`config.mk`:
```
export PLATFORM = sky130hd
export DESIGN_NAME = osc_quality_mon
export DESIGN_NICKNAME = d
export VERILOG_FILES = /design/src/rtl/osc_qm_pkg.sv /design/src/rtl/osc_qm_sync.sv /design/src/rtl/osc_qm_miss.sv /design/src/rtl/osc_qm_window.sv /design/src/rtl/osc_quality_mon.sv
export SDC_FILE = /design/constraint.sdc
export NUM_CORES = 1
export LEC_CHECK = 0
export BUFFER_PORTS_ARGS = -buffer_cell sky130_fd_sc_hd__buf_2
export CAP_MARGIN = 5
export CORE_MARGIN = 2
export CORE_UTILIZATION = 30
export DETAILED_ROUTE_END_ITERATION = 8
export PLACE_DENSITY = 0.54
export SLEW_MARGIN = 10
export SYNTH_ARGS = -nofsm -noshare
export SYNTH_HDL_FRONTEND = slang
export SYNTH_SLANG_ARGS = --single-unit
export TNS_END_PERCENT = 5
```
`constraint.sdc`:
```
create_clock -name ref_clk -period 2.8 [get_ports ref_clk]
set_clock_uncertainty 0.1 [all_clocks]
set_input_delay 0 -clock ref_clk [delete_from_list [all_inputs] [get_ports ref_clk]]
set_output_delay 0 -clock ref_clk [all_outputs]
set_load 0.02 [all_outputs]
```
`src/rtl/osc_qm_pkg.sv`:
```
package osc_qm_pkg;
   // Result state of the fine quality check.
   typedef struct packed {
      logic ok;
      logic busy;
      logic scm;
   } qchk_state_t;

   localparam qchk_state_t QCHK_START = '{ok: 1'b0, busy: 1'b1, scm: 1'b1};
   localparam qchk_state_t QCHK_PASS  = '{ok: 1'b1, busy: 1'b0, scm: 1'b0};
endpackage

```
`src/rtl/osc_qm_sync.sv`:
```
module osc_qm_sync #(
   parameter int STAGES = 2
) (
   input  logic clk,
   input  logic rst_n,
   input  logic async_in,
   output logic rise
);
   logic [STAGES-1:0] chain;
   logic              last_q;

   if (STAGES < 2) begin : g_bad_stages
      $error("osc_qm_sync: STAGES must be at least 2");
   end

   for (genvar i = 0; i < STAGES; i++) begin : g_stage
      if (i == 0) begin : g_first
         always_ff @(posedge clk or negedge rst_n) begin
            if (!rst_n) chain[0] <= 1'b0;
            else        chain[0] <= async_in;
         end
      end else begin : g_next
         always_ff @(posedge clk or negedge rst_n) begin
            if (!rst_n) chain[i] <= 1'b0;
            else        chain[i] <= chain[i-1];
         end
      end
   end

   always_ff @(posedge clk or negedge rst_n) begin
      if (!rst_n) last_q <= 1'b0;
      else        last_q <= chain[STAGES-1];
   end

   assign rise = chain[STAGES-1] & ~last_q;

   // a detected rise is one cycle wide
   p_rise_single_r2: assert property (@(posedge clk) disable iff (!rst_n)
      rise |=> !rise);
endmodule

```
`src/rtl/osc_qm_miss.sv`:
```
module osc_qm_miss #(
   parameter int MISS_CYCLES = 64
) (
   input  logic clk,
   input  logic rst_n,
   input  logic enable,
   input  logic osc_rise,
   output logic fail
);
   localparam int MW = $clog2(MISS_CYCLES);
   localparam logic [MW-1:0] MISS_LAST = MW'(MISS_CYCLES - 1);

   logic [MW-1:0] idle_cnt;

   if (MISS_CYCLES < 2) begin : g_bad_miss
      $error("osc_qm_miss: MISS_CYCLES must be at least 2");
   end

   assign fail = enable & ~osc_rise & (idle_cnt == MISS_LAST);

   always_ff @(posedge clk or negedge rst_n) begin
      if (!rst_n)                  idle_cnt <= '0;
      else if (!enable || osc_rise) idle_cnt <= '0;
      else if (fail)               idle_cnt <= '0;
      else                         idle_cnt <= idle_cnt + 1'b1;
   end

   // disabled monitor never fails and keeps its count cleared
   p_quiet_when_off_r7: assert property (@(posedge clk) disable iff (!rst_n)
      !enable |=> idle_cnt == '0);
   // a failure cannot follow directly after a detected edge
   p_edge_clears_r8: assert property (@(posedge clk) disable iff (!rst_n)
      osc_rise |=> !fail);
   // count stays within the timeout
   p_idle_bound_r5: assert property (@(posedge clk) disable iff (!rst_n)
      idle_cnt <= MISS_LAST);
endmodule

```
`src/rtl/osc_qm_window.sv`:
```
module osc_qm_window
   import osc_qm_pkg::*;
#(
   parameter int WIN_CYCLES = 50000,
   parameter int OK_EDGES   = 4096
) (
   input  logic        clk,
   input  logic        rst_n,
   input  logic        start,
   input  logic        osc_rise,
   output qchk_state_t st
);
   localparam int WW = $clog2(WIN_CYCLES);
   localparam int CW = $clog2(OK_EDGES);
   localparam logic [WW-1:0] WIN_LAST  = WW'(WIN_CYCLES - 1);
   localparam logic [CW-1:0] EDGE_LAST = CW'(OK_EDGES - 1);

   logic [WW-1:0] win_cnt;
   logic [CW-1:0] edge_cnt;
   logic          reach;

   if (WIN_CYCLES < 2 || OK_EDGES < 2) begin : g_bad_window
      $error("osc_qm_window: WIN_CYCLES and OK_EDGES must be at least 2");
   end

   assign reach = osc_rise & (edge_cnt == EDGE_LAST);

   always_ff @(posedge clk or negedge rst_n) begin
      if (!rst_n) begin
         st       <= QCHK_START;
         win_cnt  <= '0;
         edge_cnt <= '0;
      end else if (start) begin
         st       <= QCHK_START;
         win_cnt  <= '0;
         edge_cnt <= '0;
      end else if (st.busy) begin
         if (reach) begin
            st       <= QCHK_PASS;
            win_cnt  <= '0;
            edge_cnt <= '0;
         end else if (win_cnt == WIN_LAST) begin
            win_cnt  <= '0;
            edge_cnt <= '0;
         end else begin
            win_cnt  <= win_cnt + 1'b1;
            edge_cnt <= edge_cnt + CW'(osc_rise);
         end
      end
   end

   // any start yields a fresh check
   p_start_fresh_r4: assert property (@(posedge clk) disable iff (!rst_n)
      start |=> st.busy && !st.ok && st.scm);
   // a good oscillator ends the check and self-clock mode
   p_ok_exclusive_r2: assert property (@(posedge clk) disable iff (!rst_n)
      st.ok |-> !st.busy && !st.scm);
   // window counter stays inside the window
   p_win_bound_r3: assert property (@(posedge clk) disable iff (!rst_n)
      win_cnt <= WIN_LAST);
   // an idle checker holds its counters
   p_idle_hold_r3: assert property (@(posedge clk) disable iff (!rst_n)
      !st.busy && !start |=> $stable(win_cnt) && $stable(edge_cnt));
endmodule

```
`src/rtl/osc_quality_mon.sv`:
```
module osc_quality_mon
   import osc_qm_pkg::*;
#(
   parameter int WIN_CYCLES  = 50000,
   parameter int OK_EDGES    = 4096,
   parameter int MISS_CYCLES = 64,
   parameter int SYNC_STAGES = 2
) (
   input  logic ref_clk,
   input  logic rst_n,
   input  logic osc_clk,
   input  logic lvr_evt,
   input  logic wake_evt,
   input  logic mon_en,
   input  logic fail_scm_sel,
   output logic osc_ok,
   output logic chk_busy,
   output logic scm_on,
   output logic rst_req
);
   logic        osc_rise;
   logic        cm_fail;
   logic        start;
   qchk_state_t st;

   osc_qm_sync #(.STAGES(SYNC_STAGES)) u_sync (
      .clk(ref_clk), .rst_n(rst_n), .async_in(osc_clk), .rise(osc_rise));

   osc_qm_miss #(.MISS_CYCLES(MISS_CYCLES)) u_miss (
      .clk(ref_clk), .rst_n(rst_n), .enable(mon_en),
      .osc_rise(osc_rise), .fail(cm_fail));

   assign start = lvr_evt | wake_evt | (cm_fail & fail_scm_sel);

   osc_qm_window #(.WIN_CYCLES(WIN_CYCLES), .OK_EDGES(OK_EDGES)) u_win (
      .clk(ref_clk), .rst_n(rst_n), .start(start),
      .osc_rise(osc_rise), .st(st));

   always_ff @(posedge ref_clk or negedge rst_n) begin
      if (!rst_n) rst_req <= 1'b0;
      else        rst_req <= cm_fail & ~fail_scm_sel;
   end

   assign osc_ok   = st.ok;
   assign chk_busy = st.busy;
   assign scm_on   = st.scm;

   // reset request is a single-cycle pulse
   p_rst_pulse_r6: assert property (@(posedge ref_clk) disable iff (!rst_n)
      rst_req |=> !rst_req);
   // failure with self-clock response restarts the check
   p_fail_scm_r5: assert property (@(posedge ref_clk) disable iff (!rst_n)
      cm_fail && fail_scm_sel |=> chk_busy && scm_on && !osc_ok);
   // failure with reset response leaves the check state alone
   p_fail_rst_r6: assert property (@(posedge ref_clk) disable iff (!rst_n)
      cm_fail && !fail_scm_sel && !lvr_evt && !wake_evt && !chk_busy
      |=> $stable(osc_ok) && $stable(scm_on) && !chk_busy);
endmodule

```
# Word-level counts from Yosys, hierarchy flattened

Cells that the tools add are included.

Bitwise gates (word level): 11
Multiplexer cells: 13
Equality and inequality tests: 3
$add $sub $neg: 3
Reductions and logical operators: 5

Operators with widths:

| operator              | count |
|---|---|
| $mux 16               | 4 |
| $mux 12               | 4 |
| $add 16x1->16 const B | 1 |
| $eq 16x16->1 const B  | 1 |
| $add 12x1->12         | 1 |
| $eq 12x12->1 const B  | 1 |
| $mux 6                | 2 |
| $mux 3                | 3 |
| $add 6x1->6 const B   | 1 |
| $and 1x1->1           | 6 |
| $eq 6x6->1 const B    | 1 |
| $reduce_bool 2->1     | 2 |
| $not 1->1             | 3 |
| $or 1x1->1            | 2 |
| $reduce_and 2->1      | 1 |
| $logic_not 1->1       | 1 |
| $logic_or 1x1->1      | 1 |

Output and inout bits: 4
Input bits: 7
Register bits: 41
Word-level logic and storage cells: 45

# Logic depth before layout (Yosys ltp)

Word-level depth: 9
Gate-level depth with buffers: 9
Depth with buffers taken out: 9

# Cells and area by module

From an unflattened synthesis, not the netlist that was laid out.

Cell total of the unflattened synthesis: 228
Area, all modules: 2193.4 µm²

By module, submodules not included:

| module          | times used | area each (µm²) | cells an instance |
|---|---|---|---|
| osc_qm_window   | 1          | 1779.2          | 194 |
| osc_qm_miss     | 1          | 282.8           | 27 |
| osc_qm_sync     | 1          | 88.8            | 4 |
| osc_quality_mon | 1          | 42.5            | 3 |

# Worst setup path after synthesis

No wires, ideal clock.

Path kind: reg2reg
From: register u_miss.idle_cnt[0]
To: register u_win.edge_cnt[3]
Clock period less this slack: 1999 ps
Data arrival time: 1831 ps
Cell stages (with the launch flop): 9
Buffers on the path: 2
Path slack: 801 ps
Required time: 2632 ps
Cells stage by stage: dfrtp_1 > ha_1 > and3_1 > and3_4 > a311o_1 > buf_2 > nor2_4 > buf_6 > a32o_1

Cells in the longest elaborated chain, start to end: 5
Elaborated cells between the ends (all ways): 6
Those cells by class: eq/ne: 1; mux: 1; bitwise: 3; reduce/logical: 1

RTL lines:

| what                                                | RTL line              | RTL |
|---|---|---|
| start, declared                                     | osc_qm_miss.sv:13     | `logic [MW-1:0] idle_cnt;` |
| start signal, assigned                              | osc_qm_miss.sv:25     | `else idle_cnt <= idle_cnt + 1'b1;` |
| $eq 6x6->1 (*)                                      | osc_qm_miss.sv:19     | `assign fail = enable & ~osc_rise & (idle_cnt == MISS_LAST);` |
| $and 1x1->1 (*)                                     | osc_qm_miss.sv:19     |  |
| $and 1x1->1 (*)                                     | osc_quality_mon.sv:33 | `assign start = lvr_evt \| wake_evt \| (cm_fail & fail_scm_sel);` |
| $or 1x1->1 (*)                                      | osc_quality_mon.sv:33 |  |
| $mux 12 / $reduce_bool 2->1 (equally long branches) | n/a                   |  |
| end signal, assigned                                | osc_qm_window.sv:47   | `edge_cnt <= edge_cnt + CW'(osc_rise);` |
| end, declared                                       | osc_qm_window.sv:19   | `logic [CW-1:0] edge_cnt;` |

Mark *: on every way between the ends. The rest lies on a longest branch, timed or not.
A chain may end at the register's enable or synchronous reset.

# Worst setup path in the final report

From: register u_win.win_cnt[0]
To: register u_win.edge_cnt[10]

Cells in the longest elaborated chain, start to end: 5

RTL lines:

| what                   | RTL line            | RTL |
|---|---|---|
| start, declared        | osc_qm_window.sv:18 | `logic [WW-1:0] win_cnt;` |
| start signal, assigned | osc_qm_window.sv:46 | `win_cnt <= win_cnt + 1'b1;` |
| $eq 16x16->1           | osc_qm_window.sv:42 | `end else if (win_cnt == WIN_LAST) begin` |
| $mux 12                | osc_qm_window.sv:42 |  |
| $mux 12                | osc_qm_window.sv:38 | `if (reach) begin` |
| $mux 12                | osc_qm_window.sv:37 | `end else if (st.busy) begin` |
| $mux 12                | osc_qm_window.sv:33 | `end else if (start) begin` |

No other way between the ends. The select of a mux whose other input is x is not followed.

==> impl_metrics.toml <==
[timing]
setup_ws_ns = 0.5954
period_share = 0.7873
tightest_slew_ns = 0.9387
tns_ns = 0
min_period_ns = 2.205
finalHoldViolCount = 0
slew_viol_final = 0
rsz0062_at_grt = "false"
fmax_mhz = 453.6
timing.slew.headroom = 0.3742
final-setup-viol-count = 0

[floorplan]
placementRows = 31
io-pin-count = 11
dieHeight_um = 91.39
initial_utilization = 0.3125
dieArea_um2 = 8351
die_x_um = 91.39
fp.coreArea_um2 = 7331

[final_layout]
final_layout_size_suffix_gt1_frac = 0.1294
syn_to_final_growth_pct = 12.62
nets = 266
nFillCells = 751
multi_input_area_um2 = 1196
seq_area_um2 = 1028
diodes = 0
final_area_um2 = 2580

[setup_path]
reg2regPathDepth = 7
critPathLaunch = "u_win.win_cnt[0]$_DFFE_PN0P_"
crit_path_end_kind = "flop"
crit_path_max_fanout = 5
r2r_end = "u_win.edge_cnt[10]$_DFFE_PN0P_"
worstPathRequired_ns = 2.92
worstSetupPathType = "reg2reg"
start_kind = "flop"
critPathSlowestCell = "dfrtp_1"
r2r-start = "u_win.win_cnt[0]$_DFFE_PN0P_"
path_cells = "ha_1 -> and4b_1 -> nand4_1 -> nor2b_1 -> buf_4 -> nand3_1 -> a31oi_1"
ff2ff_setup_slack_ns = 0.60
max_stage_delay_ns = 0.42
cp_data_arrival_time_ns = 2.33

[min_path]
worstHoldEndpoint = "u_win.st[1]$_DFF_PN1_"
hold_start = "wake_evt"
hp-class = "in2reg"
worstHoldPathCells = 4

[flow_run]
drv_cap = 0

[synthesis]
syn-num-nets = 250
synth_warnings = 0
synth.avg_cell_area_um2 = 9.626
synthCells = 238
synth.distinct_cells = 45
synth_edf_count = 0
ys_ff_latch = 41
synthFlopType = "dfrtp_1"
netlist_top_cells_area = "dfrtp_1 (43%), a32o_1 (5.2%), nand3_1 (3.7%)"
yosys.area.top_type = "dfrtp_1"
seq_area_frac_synth = 0.4489
synth_top_area_share = 0.4260
synth_most_common_cell = "dfrtp_1"
synthesis.area_um2 = 2291
synth-async-reset-ratio = 1.000
synth_common_cells = "dfrtp_1 (39), nand2_1 (19), nor2_1 (18)"

[routing]
drt_iter0_markers = 173
dr.pass1.iters = 4
antenna_left = 0
vias_per_cell = 5.347
wl_mm = 5.219
vias = 1893
wl_per_cell_um = 14.74
drcViolationCount = 0

[clock_network]
numCtsBuffers = 5
clockBufferDepth = 2
htree_levels = 2
clk_latency_ns = 0.30
cts_tree = "yes"
cts-root-buf = "clkbuf_8"
clk_pin_slew_ns = 0.08
postCtsSetupRepairBufs = 0
cts_sinks = 41

[global_route]
antenna_found_initial = 0
grt_pass1_wl_mm = 9.052
grt_pass1_vias = 1866
grtUsageTotal = 0.1331
grt-ovfl-total = 0
grt_max_degree = 42

[power_and_ir_drop]
power_density_nw_per_um2 = 413.8
p_leak_nw = 1.065
ir_drop_uv = 234.5

[outcome]
status = "complete, no violations"

[placed_design]
place_ws_ns = 0.6035
dp_hpwl_mm = 3.511
routabilityCongestion = 0.8154
placement.cell_area_um2 = 2440
io_buffer_count = 10
flip-flops by register name, indices dropped and copies added, names as in the netlist:
name	count
u_win.edge_cnt	12
u_miss.idle_cnt	6
u_win.st	3
rst_req	1
u_sync.last_q	1
u_win.win_cnt	16
u_sync.chain	2
layout by cell type, fill, tap and decap left out, types with 6 or more instances in the layout:
master / synthesis / routed
buf_2: 5 / 10
nand2_1: 19 / 19
nor2_1: 18 / 18
dfrtp_1: 39 / 39
and3_1: 10 / 10
nor2b_1: 10 / 10
a32o_1: 12 / 12
a31oi_1: 9 / 9
o21ai_0: 16 / 16
clkbuf_8: 0 / 6
a21oi_1: 14 / 14
nand3_1: 17 / 17
nand4_1: 6 / 6
or3_1: 12 / 12
what timing repair did:
action,in CTS,in global routing
resized for setup,0,0
endpoints found under the hold margin,44,0
hold buffers,5,0
worst max-delay path, delay by kind of cell, from the launching register on:
family / cells / cell delay, ns
adders and majority gates: 1 / 0.27
and+or+nand+nor: 4 / 0.96
DFF: 1 / 0.42
AOI/OAI and AO/OA: 1 / 0.16
buffers and inverters: 1 / 0.22
stage by stage:
step	cells	hold WS (ns)	utilization	power [mW]
finish	354	0.02700	0.3519	1.067
detailed placement	341	0.01004	0.3328	0.6666
floorplan	238	-0.3956	-	0.6399
global route	354	0.04772	0.3519	1.106
global placement	341	0.01060	0.3328	0.6666
CTS	354	0.02476	0.3519	1.082
layout make-up:
cell class	count	share of cell area
Tap cell	99	0.04801
Clock buffer	8	0.03492
Sequential cell	41	0.3986
Multi-Input combinational cell	184	0.4636
Inverter	3	0.004365
Timing Repair Buffer	19	0.05044
worst max-delay path by stage:
stage	end	slack, ns	cells after the start
CTS	u_win.edge_cnt[10]$_DFFE_PN0P_	0.60	7
global route	u_win.win_cnt[14]$_DFFE_PN0P_	0.45	7
global placement	u_win.win_cnt[14]$_DFFE_PN0P_	0.61	7
finish	u_win.edge_cnt[10]$_DFFE_PN0P_	0.60	7
floorplan	u_win.edge_cnt[3]$_DFFE_PN0P_	0.80	8
detailed placement	u_win.edge_cnt[10]$_DFFE_PN0P_	0.60	7
power breakdown:
group          leakage (nW)  switching [mW]  total [mW]  internal, mW
Combinational         0.463          0.0351      0.0529        0.0178
Clock                0.0455           0.209       0.411         0.201
Sequential            0.556         0.00531       0.604         0.598
cell families after synthesis:
logic type,share of synthesized area
simple gates,0.3037
compound gates,0.1709
flops,0.4489
buf+inv,0.02894
fa+ha+maj,0.02731
xor+xnor,0.01529
mux,0.004915
metal layers:
layer	up-vias	routed length [um]	global-route usage
met5	-	0	0
met4	0	58	0.03535
met3	6	191	0.02656
met2	45	2371	0.2114
met1	922	2597	0.1844
li1	920	-	-
Note: power is estimated with default switching activity, not from simulation.
